`config.mk`:
```
export PLATFORM = sky130hd
export DESIGN_NAME = mdrop_rx
export DESIGN_NICKNAME = d
export VERILOG_FILES = /design/src/rtl/mdrop_rx_pkg.sv /design/src/rtl/mdrop_rx_rstsync.sv /design/src/rtl/mdrop_rx_sync.sv /design/src/rtl/mdrop_rx_frame.sv /design/src/rtl/mdrop_rx_idle.sv /design/src/rtl/mdrop_rx_flags.sv /design/src/rtl/mdrop_rx.sv
export SDC_FILE = /design/constraint.sdc
export NUM_CORES = 1
export LEC_CHECK = 0
export CORE_ASPECT_RATIO = 1.1
export CORE_MARGIN = 8
export CORE_UTILIZATION = 45
export DETAILED_ROUTE_END_ITERATION = 10
export PLACE_DENSITY_LB_ADDON = 0.1
export REMOVE_ABC_BUFFERS = 1
export SYNTH_ARGS = -nofsm -noshare
export SYNTH_HDL_FRONTEND = slang
export SYNTH_SLANG_ARGS = --single-unit
export TNS_END_PERCENT = 20
```
`constraint.sdc`:
```
create_clock -name clk -period 2.2 [get_ports clk]
set_input_delay 0.66 -clock clk [delete_from_list [all_inputs] [get_ports clk]]
set_output_delay 0.66 -clock clk [all_outputs]
set_load 0.02 [all_outputs]
```
`src/rtl/mdrop_rx_pkg.sv`:
```
package mdrop_rx_pkg;
  localparam int DW = 9;
  typedef enum logic [1:0] {ST_IDLE, ST_START, ST_DATA, ST_STOP} rx_st_e;
endpackage

```
`src/rtl/mdrop_rx_rstsync.sv`:
```
module mdrop_rx_rstsync #(
  parameter int STAGES = 2
) (
  input  logic clk,
  input  logic rst_n_i,
  output logic rst_n_o
);
  logic [STAGES-1:0] pipe_q;

  always_ff @(posedge clk or negedge rst_n_i) begin
    if (!rst_n_i) pipe_q <= '0;
    else          pipe_q <= {pipe_q[STAGES-2:0], 1'b1};
  end

  assign rst_n_o = pipe_q[STAGES-1];
endmodule

```
`src/rtl/mdrop_rx_sync.sv`:
```
module mdrop_rx_sync #(
  parameter int STAGES = 2
) (
  input  logic clk,
  input  logic rst_n,
  input  logic d_i,
  output logic q_o
);
  logic [STAGES-1:0] pipe_q;
  logic [STAGES-1:0] pipe_d;

  always_comb pipe_d = {pipe_q[STAGES-2:0], d_i};

  always_ff @(posedge clk or negedge rst_n) begin
    if (!rst_n) pipe_q <= '1;
    else        pipe_q <= pipe_d;
  end

  assign q_o = pipe_q[STAGES-1];
endmodule

```
`src/rtl/mdrop_rx_frame.sv`:
```
module mdrop_rx_frame
  import mdrop_rx_pkg::*;
#(
  parameter int OSR = 16
) (
  input  logic          clk,
  input  logic          rst_n,
  input  logic          tick_i,
  input  logic          rxs_i,
  input  logic          nine_i,
  output logic          done_o,
  output logic [DW-1:0] data_o,
  output logic          msb_o,
  output logic          noise_o,
  output logic          ferr_o,
  output logic          busy_o
);
  localparam int PHW = $clog2(OSR);
  localparam logic [PHW-1:0] PH_A   = PHW'(OSR/2 - 1);
  localparam logic [PHW-1:0] PH_B   = PHW'(OSR/2);
  localparam logic [PHW-1:0] PH_C   = PHW'(OSR/2 + 1);
  localparam logic [PHW-1:0] PH_END = PHW'(OSR - 1);

  rx_st_e        st_q, st_d;
  logic [PHW-1:0] ph_q, ph_d;
  logic [3:0]    bit_q, bit_d;
  logic [DW-1:0] sh_q, sh_d;
  logic [1:0]    smp_q, smp_d;
  logic          nz_q, nz_d;
  logic          vote, dis;
  logic [3:0]    last_bit;

  // majority of the two stored mid-bit samples and the current one
  always_comb begin
    vote     = (smp_q[0] & smp_q[1]) | (smp_q[0] & rxs_i) | (smp_q[1] & rxs_i);
    dis      = !((smp_q[0] == smp_q[1]) && (smp_q[1] == rxs_i));
    last_bit = nine_i ? 4'd8 : 4'd7;
  end

  always_comb begin
    st_d    = st_q;
    ph_d    = ph_q;
    bit_d   = bit_q;
    sh_d    = sh_q;
    smp_d   = smp_q;
    nz_d    = nz_q;
    done_o  = 1'b0;
    ferr_o  = 1'b0;
    noise_o = 1'b0;
    if (tick_i) begin
      if (st_q == ST_IDLE) begin
        if (!rxs_i) begin
          st_d = ST_START;
          ph_d = PHW'(1);
          nz_d = 1'b0;
        end
      end else begin
        ph_d = (ph_q == PH_END) ? '0 : ph_q + PHW'(1);
        if (ph_q == PH_A) smp_d[0] = rxs_i;
        if (ph_q == PH_B) smp_d[1] = rxs_i;
        if (ph_q == PH_C) begin
          case (st_q)
            ST_START: begin
              if (vote) st_d = ST_IDLE;
              else      nz_d = dis;
            end
            ST_DATA: begin
              sh_d = {vote, sh_q[DW-1:1]};
              nz_d = nz_q | dis;
            end
            ST_STOP: begin
              done_o  = 1'b1;
              ferr_o  = !vote;
              noise_o = nz_q | dis;
              st_d    = ST_IDLE;
            end
            default: ;
          endcase
        end
        if (ph_q == PH_END) begin
          if (st_q == ST_START) begin
            st_d  = ST_DATA;
            bit_d = 4'd0;
          end else if (st_q == ST_DATA) begin
            if (bit_q == last_bit) st_d = ST_STOP;
            else                   bit_d = bit_q + 4'd1;
          end
        end
      end
    end
  end

  always_ff @(posedge clk or negedge rst_n) begin
    if (!rst_n) begin
      st_q  <= ST_IDLE;
      ph_q  <= '0;
      bit_q <= '0;
      sh_q  <= '0;
      smp_q <= '1;
      nz_q  <= 1'b0;
    end else begin
      st_q  <= st_d;
      ph_q  <= ph_d;
      bit_q <= bit_d;
      sh_q  <= sh_d;
      smp_q <= smp_d;
      nz_q  <= nz_d;
    end
  end

  assign data_o = nine_i ? sh_q : {1'b0, sh_q[DW-1:1]};
  assign msb_o  = sh_q[DW-1];
  assign busy_o = (st_q != ST_IDLE);

  // a completed frame only comes out of the stop-bit vote point
  a_r3_done_at_vote: assert property (@(posedge clk) disable iff (!rst_n)
    done_o |-> tick_i && (ph_q == PH_C));
endmodule

```
`src/rtl/mdrop_rx_idle.sv`:
```
module mdrop_rx_idle #(
  parameter int OSR = 16
) (
  input  logic clk,
  input  logic rst_n,
  input  logic tick_i,
  input  logic rxs_i,
  input  logic busy_i,
  input  logic nine_i,
  output logic idle_o
);
  localparam int CW = $clog2(11*OSR + 1);

  logic [CW-1:0] cnt_q, cnt_d;
  logic [CW-1:0] len;
  logic          high;

  always_comb begin
    len    = nine_i ? CW'(11*OSR) : CW'(10*OSR);
    high   = rxs_i && !busy_i;
    cnt_d  = cnt_q;
    idle_o = 1'b0;
    if (!high) begin
      cnt_d = '0;
    end else if (tick_i && (cnt_q < len)) begin
      cnt_d  = cnt_q + CW'(1);
      idle_o = (cnt_q == len - CW'(1));
    end
  end

  always_ff @(posedge clk or negedge rst_n) begin
    if (!rst_n) cnt_q <= '0;
    else        cnt_q <= cnt_d;
  end

  // idle is only reported while the line is high and no frame is running
  a_r8_idle_line_high: assert property (@(posedge clk) disable iff (!rst_n)
    idle_o |-> $past(rxs_i) || rxs_i);
endmodule

```
`src/rtl/mdrop_rx_flags.sv`:
```
module mdrop_rx_flags
  import mdrop_rx_pkg::*;
(
  input  logic          clk,
  input  logic          rst_n,
  input  logic          done_i,
  input  logic [DW-1:0] frm_data_i,
  input  logic          frm_msb_i,
  input  logic          frm_nz_i,
  input  logic          frm_fe_i,
  input  logic          idle_pulse_i,
  input  logic          addr_wake_i,
  input  logic          sleep_set_i,
  input  logic          sleep_clr_i,
  input  logic          stat_rd_i,
  input  logic          data_rd_i,
  output logic [DW-1:0] data_o,
  output logic          rdy_o,
  output logic          ovr_o,
  output logic          nf_o,
  output logic          fe_o,
  output logic          idl_o,
  output logic          slp_o
);
  logic [DW-1:0] data_q, data_d;
  logic rdy_q, rdy_d, ovr_q, ovr_d, nf_q, nf_d, fe_q, fe_d;
  logic idl_q, idl_d, slp_q, slp_d, seen_q, seen_d, arm_q, arm_d;
  logic addr_hit, idle_hit, awake, accept, ovr_ev, err_clr;

  always_comb begin
    addr_hit = done_i && addr_wake_i && frm_msb_i && slp_q;
    idle_hit = idle_pulse_i && !addr_wake_i && slp_q;
    awake    = !slp_q || addr_hit;
    err_clr  = data_rd_i && arm_q;
    accept   = done_i && awake && !(rdy_q && !data_rd_i);
    ovr_ev   = done_i && awake && rdy_q && !data_rd_i;

    data_d = accept ? frm_data_i : data_q;
    rdy_d  = accept ? 1'b1 : (data_rd_i ? 1'b0 : rdy_q);
    nf_d   = (accept && frm_nz_i) ? 1'b1 : (err_clr ? 1'b0 : nf_q);
    fe_d   = (accept && frm_fe_i) ? 1'b1 : (err_clr ? 1'b0 : fe_q);
    ovr_d  = ovr_ev ? 1'b1 : (err_clr ? 1'b0 : ovr_q);
    idl_d  = (idle_pulse_i && !slp_q && seen_q) ? 1'b1 : (err_clr ? 1'b0 : idl_q);
    seen_d = (done_i && awake) ? 1'b1 : (idle_pulse_i ? 1'b0 : seen_q);
    arm_d  = stat_rd_i ? 1'b1 : (data_rd_i ? 1'b0 : arm_q);
    slp_d  = sleep_set_i ? 1'b1 :
             ((sleep_clr_i || addr_hit || idle_hit) ? 1'b0 : slp_q);
  end

  always_ff @(posedge clk or negedge rst_n) begin
    if (!rst_n) begin
      data_q <= '0;
      rdy_q  <= 1'b0;
      ovr_q  <= 1'b0;
      nf_q   <= 1'b0;
      fe_q   <= 1'b0;
      idl_q  <= 1'b0;
      slp_q  <= 1'b0;
      seen_q <= 1'b0;
      arm_q  <= 1'b0;
    end else begin
      data_q <= data_d;
      rdy_q  <= rdy_d;
      ovr_q  <= ovr_d;
      nf_q   <= nf_d;
      fe_q   <= fe_d;
      idl_q  <= idl_d;
      slp_q  <= slp_d;
      seen_q <= seen_d;
      arm_q  <= arm_d;
    end
  end

  assign data_o = data_q;
  assign rdy_o  = rdy_q;
  assign ovr_o  = ovr_q;
  assign nf_o   = nf_q;
  assign fe_o   = fe_q;
  assign idl_o  = idl_q;
  assign slp_o  = slp_q;

  a_r9_no_ready_asleep: assert property (@(posedge clk) disable iff (!rst_n)
    slp_q && !(done_i && addr_wake_i && frm_msb_i) && !rdy_q |=> !rdy_q);
  a_r9_no_overrun_asleep: assert property (@(posedge clk) disable iff (!rst_n)
    slp_q && !(done_i && addr_wake_i && frm_msb_i) && !ovr_q |=> !ovr_q);
  a_r9_no_idle_asleep: assert property (@(posedge clk) disable iff (!rst_n)
    slp_q && !idl_q |=> !idl_q);
  a_r6_overrun_keeps: assert property (@(posedge clk) disable iff (!rst_n)
    done_i && !slp_q && rdy_q && !data_rd_i |=> ovr_q && $stable(data_q));
  a_r7_ready_falls_on_read: assert property (@(posedge clk) disable iff (!rst_n)
    $fell(rdy_q) |-> $past(data_rd_i));
  a_r8_idle_after_char: assert property (@(posedge clk) disable iff (!rst_n)
    $rose(idl_q) |-> $past(seen_q && !slp_q));
  // the sleep bit drops only for one of its three causes
  a_r10_wake_cause: assert property (@(posedge clk) disable iff (!rst_n)
    $fell(slp_q) |-> $past(sleep_clr_i || (idle_pulse_i && !addr_wake_i) ||
                           (done_i && addr_wake_i && frm_msb_i)));
endmodule

```
`src/rtl/mdrop_rx.sv`:
```
module mdrop_rx
  import mdrop_rx_pkg::*;
#(
  parameter int OSR         = 16,
  parameter int SYNC_STAGES = 2
) (
  input  logic          clk,
  input  logic          rst_n,
  input  logic          rxd_i,
  input  logic          tick16_i,
  input  logic          nine_i,
  input  logic          addr_wake_i,
  input  logic          sleep_set_i,
  input  logic          sleep_clr_i,
  input  logic          stat_rd_i,
  input  logic          data_rd_i,
  output logic [DW-1:0] rx_data_o,
  output logic          ready_o,
  output logic          idle_o,
  output logic          overrun_o,
  output logic          noise_o,
  output logic          ferr_o,
  output logic          sleep_o
);
  logic          rst_n_s;
  logic          rxs;
  logic          done, msb, nz, fe, busy, idle_pulse;
  logic [DW-1:0] frm_data;

  mdrop_rx_rstsync #(.STAGES(SYNC_STAGES)) u_rst (
    .clk(clk), .rst_n_i(rst_n), .rst_n_o(rst_n_s));

  mdrop_rx_sync #(.STAGES(SYNC_STAGES)) u_sync (
    .clk(clk), .rst_n(rst_n_s), .d_i(rxd_i), .q_o(rxs));

  mdrop_rx_frame #(.OSR(OSR)) u_frame (
    .clk(clk), .rst_n(rst_n_s), .tick_i(tick16_i), .rxs_i(rxs), .nine_i(nine_i),
    .done_o(done), .data_o(frm_data), .msb_o(msb), .noise_o(nz), .ferr_o(fe),
    .busy_o(busy));

  mdrop_rx_idle #(.OSR(OSR)) u_idle (
    .clk(clk), .rst_n(rst_n_s), .tick_i(tick16_i), .rxs_i(rxs), .busy_i(busy),
    .nine_i(nine_i), .idle_o(idle_pulse));

  mdrop_rx_flags u_flags (
    .clk(clk), .rst_n(rst_n_s), .done_i(done), .frm_data_i(frm_data),
    .frm_msb_i(msb), .frm_nz_i(nz), .frm_fe_i(fe), .idle_pulse_i(idle_pulse),
    .addr_wake_i(addr_wake_i), .sleep_set_i(sleep_set_i), .sleep_clr_i(sleep_clr_i),
    .stat_rd_i(stat_rd_i), .data_rd_i(data_rd_i), .data_o(rx_data_o),
    .rdy_o(ready_o), .ovr_o(overrun_o), .nf_o(noise_o), .fe_o(ferr_o),
    .idl_o(idle_o), .slp_o(sleep_o));
endmodule

```
Word-level counts from Yosys, hierarchy flattened
Cells that the tools add are included.
- output and inout bits: 15
- flip-flop bits (word level): 51
- word-level logic and storage cells: 144
- input port bits: 10
- reductions and logical operators: 47
- bitwise operators: 7
- mux-type cells: 51
- order comparisons: 1
- eq/ne operators: 15
- add/sub/neg operators: 4
- operators with widths (kind ; number):
    $mux 1 ; 30
    $mux 4 ; 7
    $reduce_bool 2->1 ; 11
    $logic_and 1x1->1 ; 18
    $mux 2 ; 8
    $mux 8 ; 2
    $eq 4x4->1 const B ; 3
    $reduce_and 5->1 ; 2
    $mux 9 ; 1
    $add 4x1->4 const B ; 2
    $add 8x1->8 const B ; 1
    $eq 8x8->1 ; 1
    $lt 8x8->1 ; 1
    $sub 8x1->8 const B ; 1
    $logic_not 1->1 ; 7
    $reduce_and 3->1 ; 2
    $mux 5 ; 1
    $eq 2x2->1 const B ; 2
    $eq 4x3->1 const B ; 1
    $eq 4x4->1 ; 1
    $ne 2x2->1 const B ; 2
    $pmux 2 s2 ; 1
    $reduce_and 4->1 ; 1
    $and 1x1->1 ; 3
    other kinds (11) ; 16

Depth between registers and ports, before layout
Gate-level depths: netlist (run 1).
- word-level depth: 13
- gate-level depth with buffers: 8
- mapped depth without buffers: 6

By module
Synthesis (run 1) repeated with hierarchy kept, for this count alone.
- cell total of the unflattened synthesis: 238
- area, all modules: 2717.6 µm²
- modules (own cells, without submodules) (module ; sequential area each (µm²) ; cells an instance ; instances ; area each (µm²)):
    mdrop_rx_frame ; 553.0 ; 133 ; 1 ; 1430.1
    mdrop_rx_flags ; 425.4 ; 53 ; 1 ; 723.2
    mdrop_rx_idle ; 200.2 ; 47 ; 1 ; 457.9
    mdrop_rx_rstsync ; 50.0 ; 3 ; 1 ; 53.8
    mdrop_rx_sync ; 52.6 ; 2 ; 1 ; 52.6

Worst setup path after synthesis (run 1)
OpenSTA, ideal clock, no wires.
- kind: register to register
- start: reg u_frame.st_q[0]
- end: reg u_flags.data_q[0] (netlist: u_flags.data_o[0])
- slack: 0.355 ns
- data arrival time: 1.717 ns
- library setup time: 0.128 ns
- stages on the path, launching flop included: 8
- buffers on the path: 1
- cells stage by stage: dfrtp_1 inv_1 ha_1 and2b_1 o2111ai_2 a21oi_2 buf_4 mux2_1
- cells in the longest elaborated chain, start to end: 11
- elaborated cells between the ends (all ways): 12
- classes of those cells: eq/ne: 1; mux: 4; reduce/logical: 7
- ends and longest elaborated chain (item ; line ; RTL):
    start, declared ; mdrop_rx_frame.sv:24 ; rx_st_e st_q, st_d;
    start signal, assigned ; mdrop_rx_frame.sv:102 ; st_q <= st_d;
    $eq 2x2->1 ; mdrop_rx_frame.sv:62 ; case (st_q)
    $mux 1 ; mdrop_rx_frame.sv:62 ;
    $mux 1 ; mdrop_rx_frame.sv:61 ; if (ph_q == PH_C) begin
    $mux 1 (*) ; mdrop_rx_frame.sv:51 ; if (st_q == ST_IDLE) begin
    $mux 1 (*) ; mdrop_rx_frame.sv:50 ; if (tick_i) begin
    $logic_and 1x1->1 (3 in a row) ; mdrop_rx_flags.sv:31 ; addr_hit = done_i && addr_wake_i && frm_msb_i && slp_q;
    $logic_or 1x1->1 ; mdrop_rx_flags.sv:33 ; awake = !slp_q || addr_hit;
    $logic_and 1x1->1 (*) (2 in a row) ; mdrop_rx_flags.sv:35 ; accept = done_i && awake && !(rdy_q && !data_rd_i);
    end signal, assigned ; mdrop_rx_flags.sv:62 ; data_q <= data_d;
    end, declared ; mdrop_rx_flags.sv:25 ; logic [DW-1:0] data_q, data_d;
Every way passes the cells marked *; elsewhere a longest branch is shown, timed or not.
A chain may end at the register's enable or synchronous reset.

Worst setup path after layout (run 1)
- start: in nine_i
- end: reg u_flags.idl_q (netlist: u_flags.idl_o)
- cells in the longest elaborated chain, start to end: 8
- elaborated cells between the ends (all ways): 11
- classes of those cells: add/sub: 1; order compare: 1; eq/ne: 1; mux: 4; reduce/logical: 4
- ends and longest elaborated chain (item ; line ; RTL):
    start, declared ; mdrop_rx.sv:11 ; input logic nine_i,
    $mux 5 (*) ; mdrop_rx_idle.sv:19 ; len = nine_i ? CW'(11*OSR) : CW'(10*OSR);
    $sub 8x1->8 / $lt 8x8->1 (equally long branches) ; mdrop_rx_idle.sv:27, mdrop_rx_idle.sv:25 ;
    $eq 8x8->1 / $logic_and 1x1->1 (equally long branches) ; mdrop_rx_idle.sv:27, mdrop_rx_idle.sv:25 ;
    $mux 1 (*) ; mdrop_rx_idle.sv:25 ; end else if (tick_i && (cnt_q < len)) begin
    $mux 1 (*) ; mdrop_rx_idle.sv:23 ; if (!high) begin
    $logic_and 1x1->1 (*) (2 in a row) ; mdrop_rx_flags.sv:43 ; idl_d = (idle_pulse_i && !slp_q && seen_q) ? 1'b1 : (err_clr ? 1'b0 : idl_q);
    $mux 1 / $reduce_bool 2->1 (equally long branches) ; n/a ;
    end signal, assigned ; mdrop_rx_flags.sv:67 ; idl_q <= idl_d;
    end, declared ; mdrop_rx_flags.sv:27 ; logic idl_q, idl_d, slp_q, slp_d, seen_q, seen_d, arm_q, arm_d;
Marked as above.

==> results.yml, run 1 <==
status:
  outcome: "finished clean"
die:
  rows: 29
  fp.dieH_um: 95.1
  core_um2: 5620
  start_util_pct: 45.5
  die_w_um: 87.9
  io_pins: 25
  dieArea_um2: 8360
yosys:
  synth_area_um2: 2560
  yosysMostFrequentCell: "dfrtp_1"
  postSynthCellCount: 230
  ys_async_sr_fraction_pct: 100
  synth_edf_count: 0
  yosys_warnings: 0
  synth-seq-cells: 51
  synth_top_flop_cell: "dfrtp_1"
  synth_top_area_share_pct: 45.9
  synth.distinct_cells: 47
  synth-seq-area-share_pct: 50.0
  synthTopCellsByCount: "47 x dfrtp_1, 16 x mux2_1, 16 x nand2_1"
  avgSynthCellArea_um2: 11.1
  synth_top_cell_by_area: "dfrtp_1"
  synth.area.top_cells: "dfrtp_1 46%, mux2_1 7.0%, ha_1 5.9%"
worst_setup_path:
  cp_max_fo: 2
  worstRegToRegCells: 7
  end_kind: "register"
  start_kind: "input pin"
  critical_path_class: "input pin to register"
  slowest_delay_ns: 0.55
  slowest_stage: "or4_1"
  crit_cells: 5
  worstPathRequired_ns: 2.44
  cp.arrival_ns: 2.26
  cp_top_family: "simple AND/OR/NAND/NOR gates"
  cp.buffers_inverters: 1
  path_cells: "clkdlybuf4s50_1 > ha_1 > or4_1 > nor2_1 > a32o_1"
timing:
  report.final.slew_viol_count: 0
  finalSetupViolations: 0
  post-route-period-util_pct: 91.8
  rsz0062_at_grt: "false"
  max_freq_mhz: 495
  hold_viol: 0
  layout_setup_ws_ns: 0.180
  skew_ns: 0.00391
  holdWs_ns: 0.179
  tns_ns: 0
  min_period_ns: 2.02
drt:
  routed_via_density: 5.20
  drtIter0Drc: 56
  dr.pass1.iters: 4
  drc: 0
  wl_per_cell_um: 14.7
  routed_wl_um: 5240
  ant_nets: 0
  vias: 1855
power_and_ir_drop:
  intPower_mw: 1.58
  p_seq_share_pct: 51.0
  leakage_nw: 1.50
  power.switching_mw: 0.619
  p_comb_share_pct: 20.7
  power_density_nw_per_um2: 692
  ir_drop_mv: 0.517
  switching_share_pct: 28.1
  p_clk_share_pct: 28.3
  power_mw: 2.20
clock_tree:
  clkLatencyLatePin_ns: 0.30
  cts_tree: "built"
  cts_buffers: 5
  clkTransAtPathRegs_ns: 0.09
  clock-sinks: 51
  cts_setup_buffers: 0
  ctsResizeCount: 0
  root_buffer: "clkbuf_8"
  cts_buffer_depth: 2
  cts.hold.buffers_added: 0
  htreeDepth: 2
layout:
  n_antenna_cell: 0
  syn2layout_area_growth_pct: 24.1
  utilization_pct: 56.5
  drive_gt1_share_pct: 18.9
  fillerInstances: 504
  finalNetCount: 302
grt:
  gr-total-overflow: 0
  antenna_found_initial: 0
  grt_pass1_vias: 1955
  grt.total_usage_pct: 13.9
  grt_pass1_wl_um: 9250
  grt_max_degree: 36
placed_design:
  port_buffers: 24
  place_ws_ns: -0.124
  place_congestion: 0.768
  dp_hpwl_um: 3970
job:
  maxCapViolCount: 0
min_path:
  hp-class: "register to asynchronous set/reset pin"
==> per-layer routing <==
layer	routed length (um)	share of wire, %	track usage, %
met4	78	1.5	4.45
met3	212	4.0	3.28
met1	2530	48	17.8
met5	0	0	0
met2	2420	46	22.6
==> worst reg2reg max path, delay by kind of cell (launching register included) <==
kind	cells	cell delay (ns)
simple gates	1	0.26
buf+inv	2	0.24
compound gates	2	0.34
flops	1	0.42
fa+ha+maj	1	0.22
mux	1	0.32
==> final timing paths <==
kind / start / endpoint / slack, ns
max in group asynchronous: u_rst.pipe_q[1] / u_flags.fe_o / 1.53
min in group clk: u_sync.pipe_q[0] / u_sync.pipe_q[1] / 0.36
min: u_rst.pipe_q[1] / u_frame.ph_q[1] / 0.18
min reg2reg: u_rst.pipe_q[1] / u_frame.ph_q[1] / 0.18
max reg2reg: u_frame.st_q[0] / u_flags.data_o[3] / 0.29
max: nine_i / u_flags.idl_o / 0.18
==> power by group through the flow <==
stage	clock [mW]	combinational (mW)	sequential (mW)
after floorplan	0	0.285	1.12
after global placement	0	0.443	1.14
after detailed placement	0	0.458	1.14
after CTS	0.653	0.461	1.12
after global routing	0.689	0.520	1.14
final	0.622	0.454	1.12
==> state kept, by name (all words and copies together) (netlist names), 2 cells and up <==
| signal | flops |
|---|---|
| u_idle.cnt_q | 8 |
| u_sync.pipe_q | 2 |
| u_frame.st_q | 2 |
| u_frame.smp_q | 2 |
| u_frame.sh_q | 9 |
| u_flags.data_o | 9 |
| u_frame.bit_q | 4 |
| u_frame.ph_q | 4 |
| u_rst.pipe_q | 2 |
==> kinds of logic (layout without fill, tap and decap cells) <==
group	count (synthesis)	count (layout)	synth area share (%)
flops	51	51	50.0
simple gates	71	71	15.4
mux	28	28	12.2
xor+xnor	5	5	1.71
compound gates	44	44	11.6
other cells	1	1	0.146
buf+inv	18	68	3.03
fa+ha+maj	12	12	5.86
==> layout make-up <==
cell class | instances | area (um^2) | share of cell area, %
Clock buffer | 6 | 72.6 | 2.28
Clock inverter | 1 | 30.0 | 0.945
Inverter | 13 | 48.8 | 1.54
Multi-Input combinational cell | 161 | 1200 | 37.8
Sequential cell | 51 | 1280 | 40.4
Tap cell | 77 | 96.3 | 3.03
Timing Repair Buffer | 48 | 445 | 14.0
==> per-stage QoR <==
| step | cells | cell area, um^2 |
|---|---|---|
| 2_1_floorplan | 225 | 2530 |
| 6_report | 357 | 3180 |
| 3_5_place_dp | 350 | 3080 |
| 4_1_cts | 357 | 3180 |
| 3_3_place_gp | 350 | 3080 |
| 5_1_grt | 357 | 3180 |
==> cells in the final DEF, fill, tap and decap left out, drive strengths merged, types with 2 or more instances in the layout <==
cell,n
a21o,2
a21oi,12
a22o,2
a31oi,3
and2,2
and3,4
buf,24
clkbuf,6
clkdlybuf4s50,24
dfrtp,47
dfstp,4
ha,12
inv,13
mux2,26
mux2i,2
nand2,17
nand3,11
nand4,5
nand4b,2
nor2,14
o21ai,15
o31ai,3
or3,4
or4,4
xor2,4
Power figures use the tool's default switching activity.
==> run 2: changes to the inputs <==
CORE_MARGIN = 3   (was 8)
SLEW_MARGIN = 20   (was not set)
TNS_END_PERCENT = not set   (was 20)
==> results.yml, run 2 (synthesized netlist as in run 1, its figures left out) <==
status:
  outcome: "finished clean"
clock_tree:
  clock-sinks: 51
  cts_setup_buffers: 0
  ctsResizeCount: 0
  clkTransAtPathRegs_ns: 0.09
  root_buffer: "clkbuf_8"
  cts_buffers: 5
  cts_tree: "built"
  cts_buffer_depth: 2
  cts.hold.buffers_added: 0
  htreeDepth: 2
  clkLatencyLatePin_ns: 0.29
worst_setup_path:
  worstPathRequired_ns: 2.44
  cp.arrival_ns: 2.31
  start_kind: "input pin"
  critical_path_class: "input pin to register"
  end_kind: "register"
  cp_max_fo: 3
drt:
  routed_wl_um: 4770
  drtIter0Drc: 80
  wl_per_cell_um: 13.6
  drc: 0
  ant_nets: 0
  routed_via_density: 5.18
  vias: 1822
  dr.pass1.iters: 4
placed_design:
  dp_hpwl_um: 3550
  port_buffers: 24
  place_area_um2: 3040
  place_ws_ns: -0.182
  placedCellCount: 344
  place_congestion: 0.762
die:
  start_util_pct: 47.2
  rows: 28
  dieArea_um2: 6630
  fp.dieH_um: 85.1
  core_um2: 5430
  die_w_um: 77.9
  io_pins: 25
timing:
  hold_viol: 0
  rsz0062_at_grt: "false"
  worst_slew_pin_slew_ns: 0.609
  report.final.slew_viol_count: 0
  post-route-period-util_pct: 94.1
  slew_headroom_pct: 59.4
  layout_setup_ws_ns: 0.129
  finalSetupViolations: 0
  holdWs_ns: 0.361
  skew_ns: 0.00565
  min_period_ns: 2.07
  max_freq_mhz: 483
  tns_ns: 0
layout:
  final_common_cell: "dfrtp_1"
  syn2layout_area_growth_pct: 22.9
  finalNetCount: 298
  drive_gt1_share_pct: 18.4
  fillerInstances: 477
  final_cell_mix: "46 x dfrtp_1, 24 x clkdlybuf4s50_1, 18 x buf_4"
  regArea_um2: 1280
  utilization_pct: 57.9
  stdcell_area_um2: 3150
  multi_input_area_um2: 1200
  stdcell_count: 352
  n_antenna_cell: 0
power_and_ir_drop:
  power_mw: 2.13
  power_density_nw_per_um2: 678
  leakage_nw: 1.49
  ir_drop_mv: 0.440
grt:
  gr-total-overflow: 0
  grt_max_degree: 50
  grt.total_usage_pct: 16.1
  grt_pass1_wl_um: 8650
  antenna_found_initial: 0
  grt_pass1_vias: 1836
min_path:
  hp-class: "register to register"
job:
  maxCapViolCount: 0
[run 2: final timing paths]
path,depth (start not counted),slack [ns],startpoint,end
min,0,0.36,u_rst.pipe_q[0],u_rst.pipe_q[1]
max in group asynchronous,1,1.42,u_rst.pipe_q[1],u_frame.sh_q[2]
min reg2reg,0,0.36,u_rst.pipe_q[0],u_rst.pipe_q[1]
min in group asynchronous,1,0.37,u_rst.pipe_q[1],u_flags.ovr_o
max,5,0.13,nine_i,u_flags.idl_o
max reg2reg,5,0.30,u_frame.smp_q[0],u_frame.nz_q
[run 2: worst max-delay path, stage by stage]
cell	delay, ns
clkdlybuf4s50_1	0.47
ha_1	0.31
or4_1	0.54
nor2_1	0.15
a32o_1	0.18
[run 2: area by class of cell]
type / count / share of cell area [%]
Clock buffer: 7 / 3.06
Clock inverter: 1 / 0.239
Inverter: 13 / 1.55
Multi-Input combinational cell: 161 / 38.2
Sequential cell: 51 / 40.8
Tap cell: 75 / 2.98
Timing Repair Buffer: 44 / 13.2
[run 2: power breakdown]
| part | switching [mW] | leakage, nW | total [mW] | internal [mW] |
|---|---|---|---|---|
| Sequential | 0.0848 | 0.668 | 1.11 | 1.03 |
| Clock | 0.303 | 0.0505 | 0.589 | 0.287 |
| Combinational | 0.235 | 0.769 | 0.430 | 0.195 |
| Total | 0.623 | 1.49 | 2.13 | 1.51 |
[run 2: routing by layer]
metal	routed length, um	GRT usage (%)
met1	2380	22.3
met2	2210	25.6
met3	150	3.61
met4	29	4.29
met5	0	0
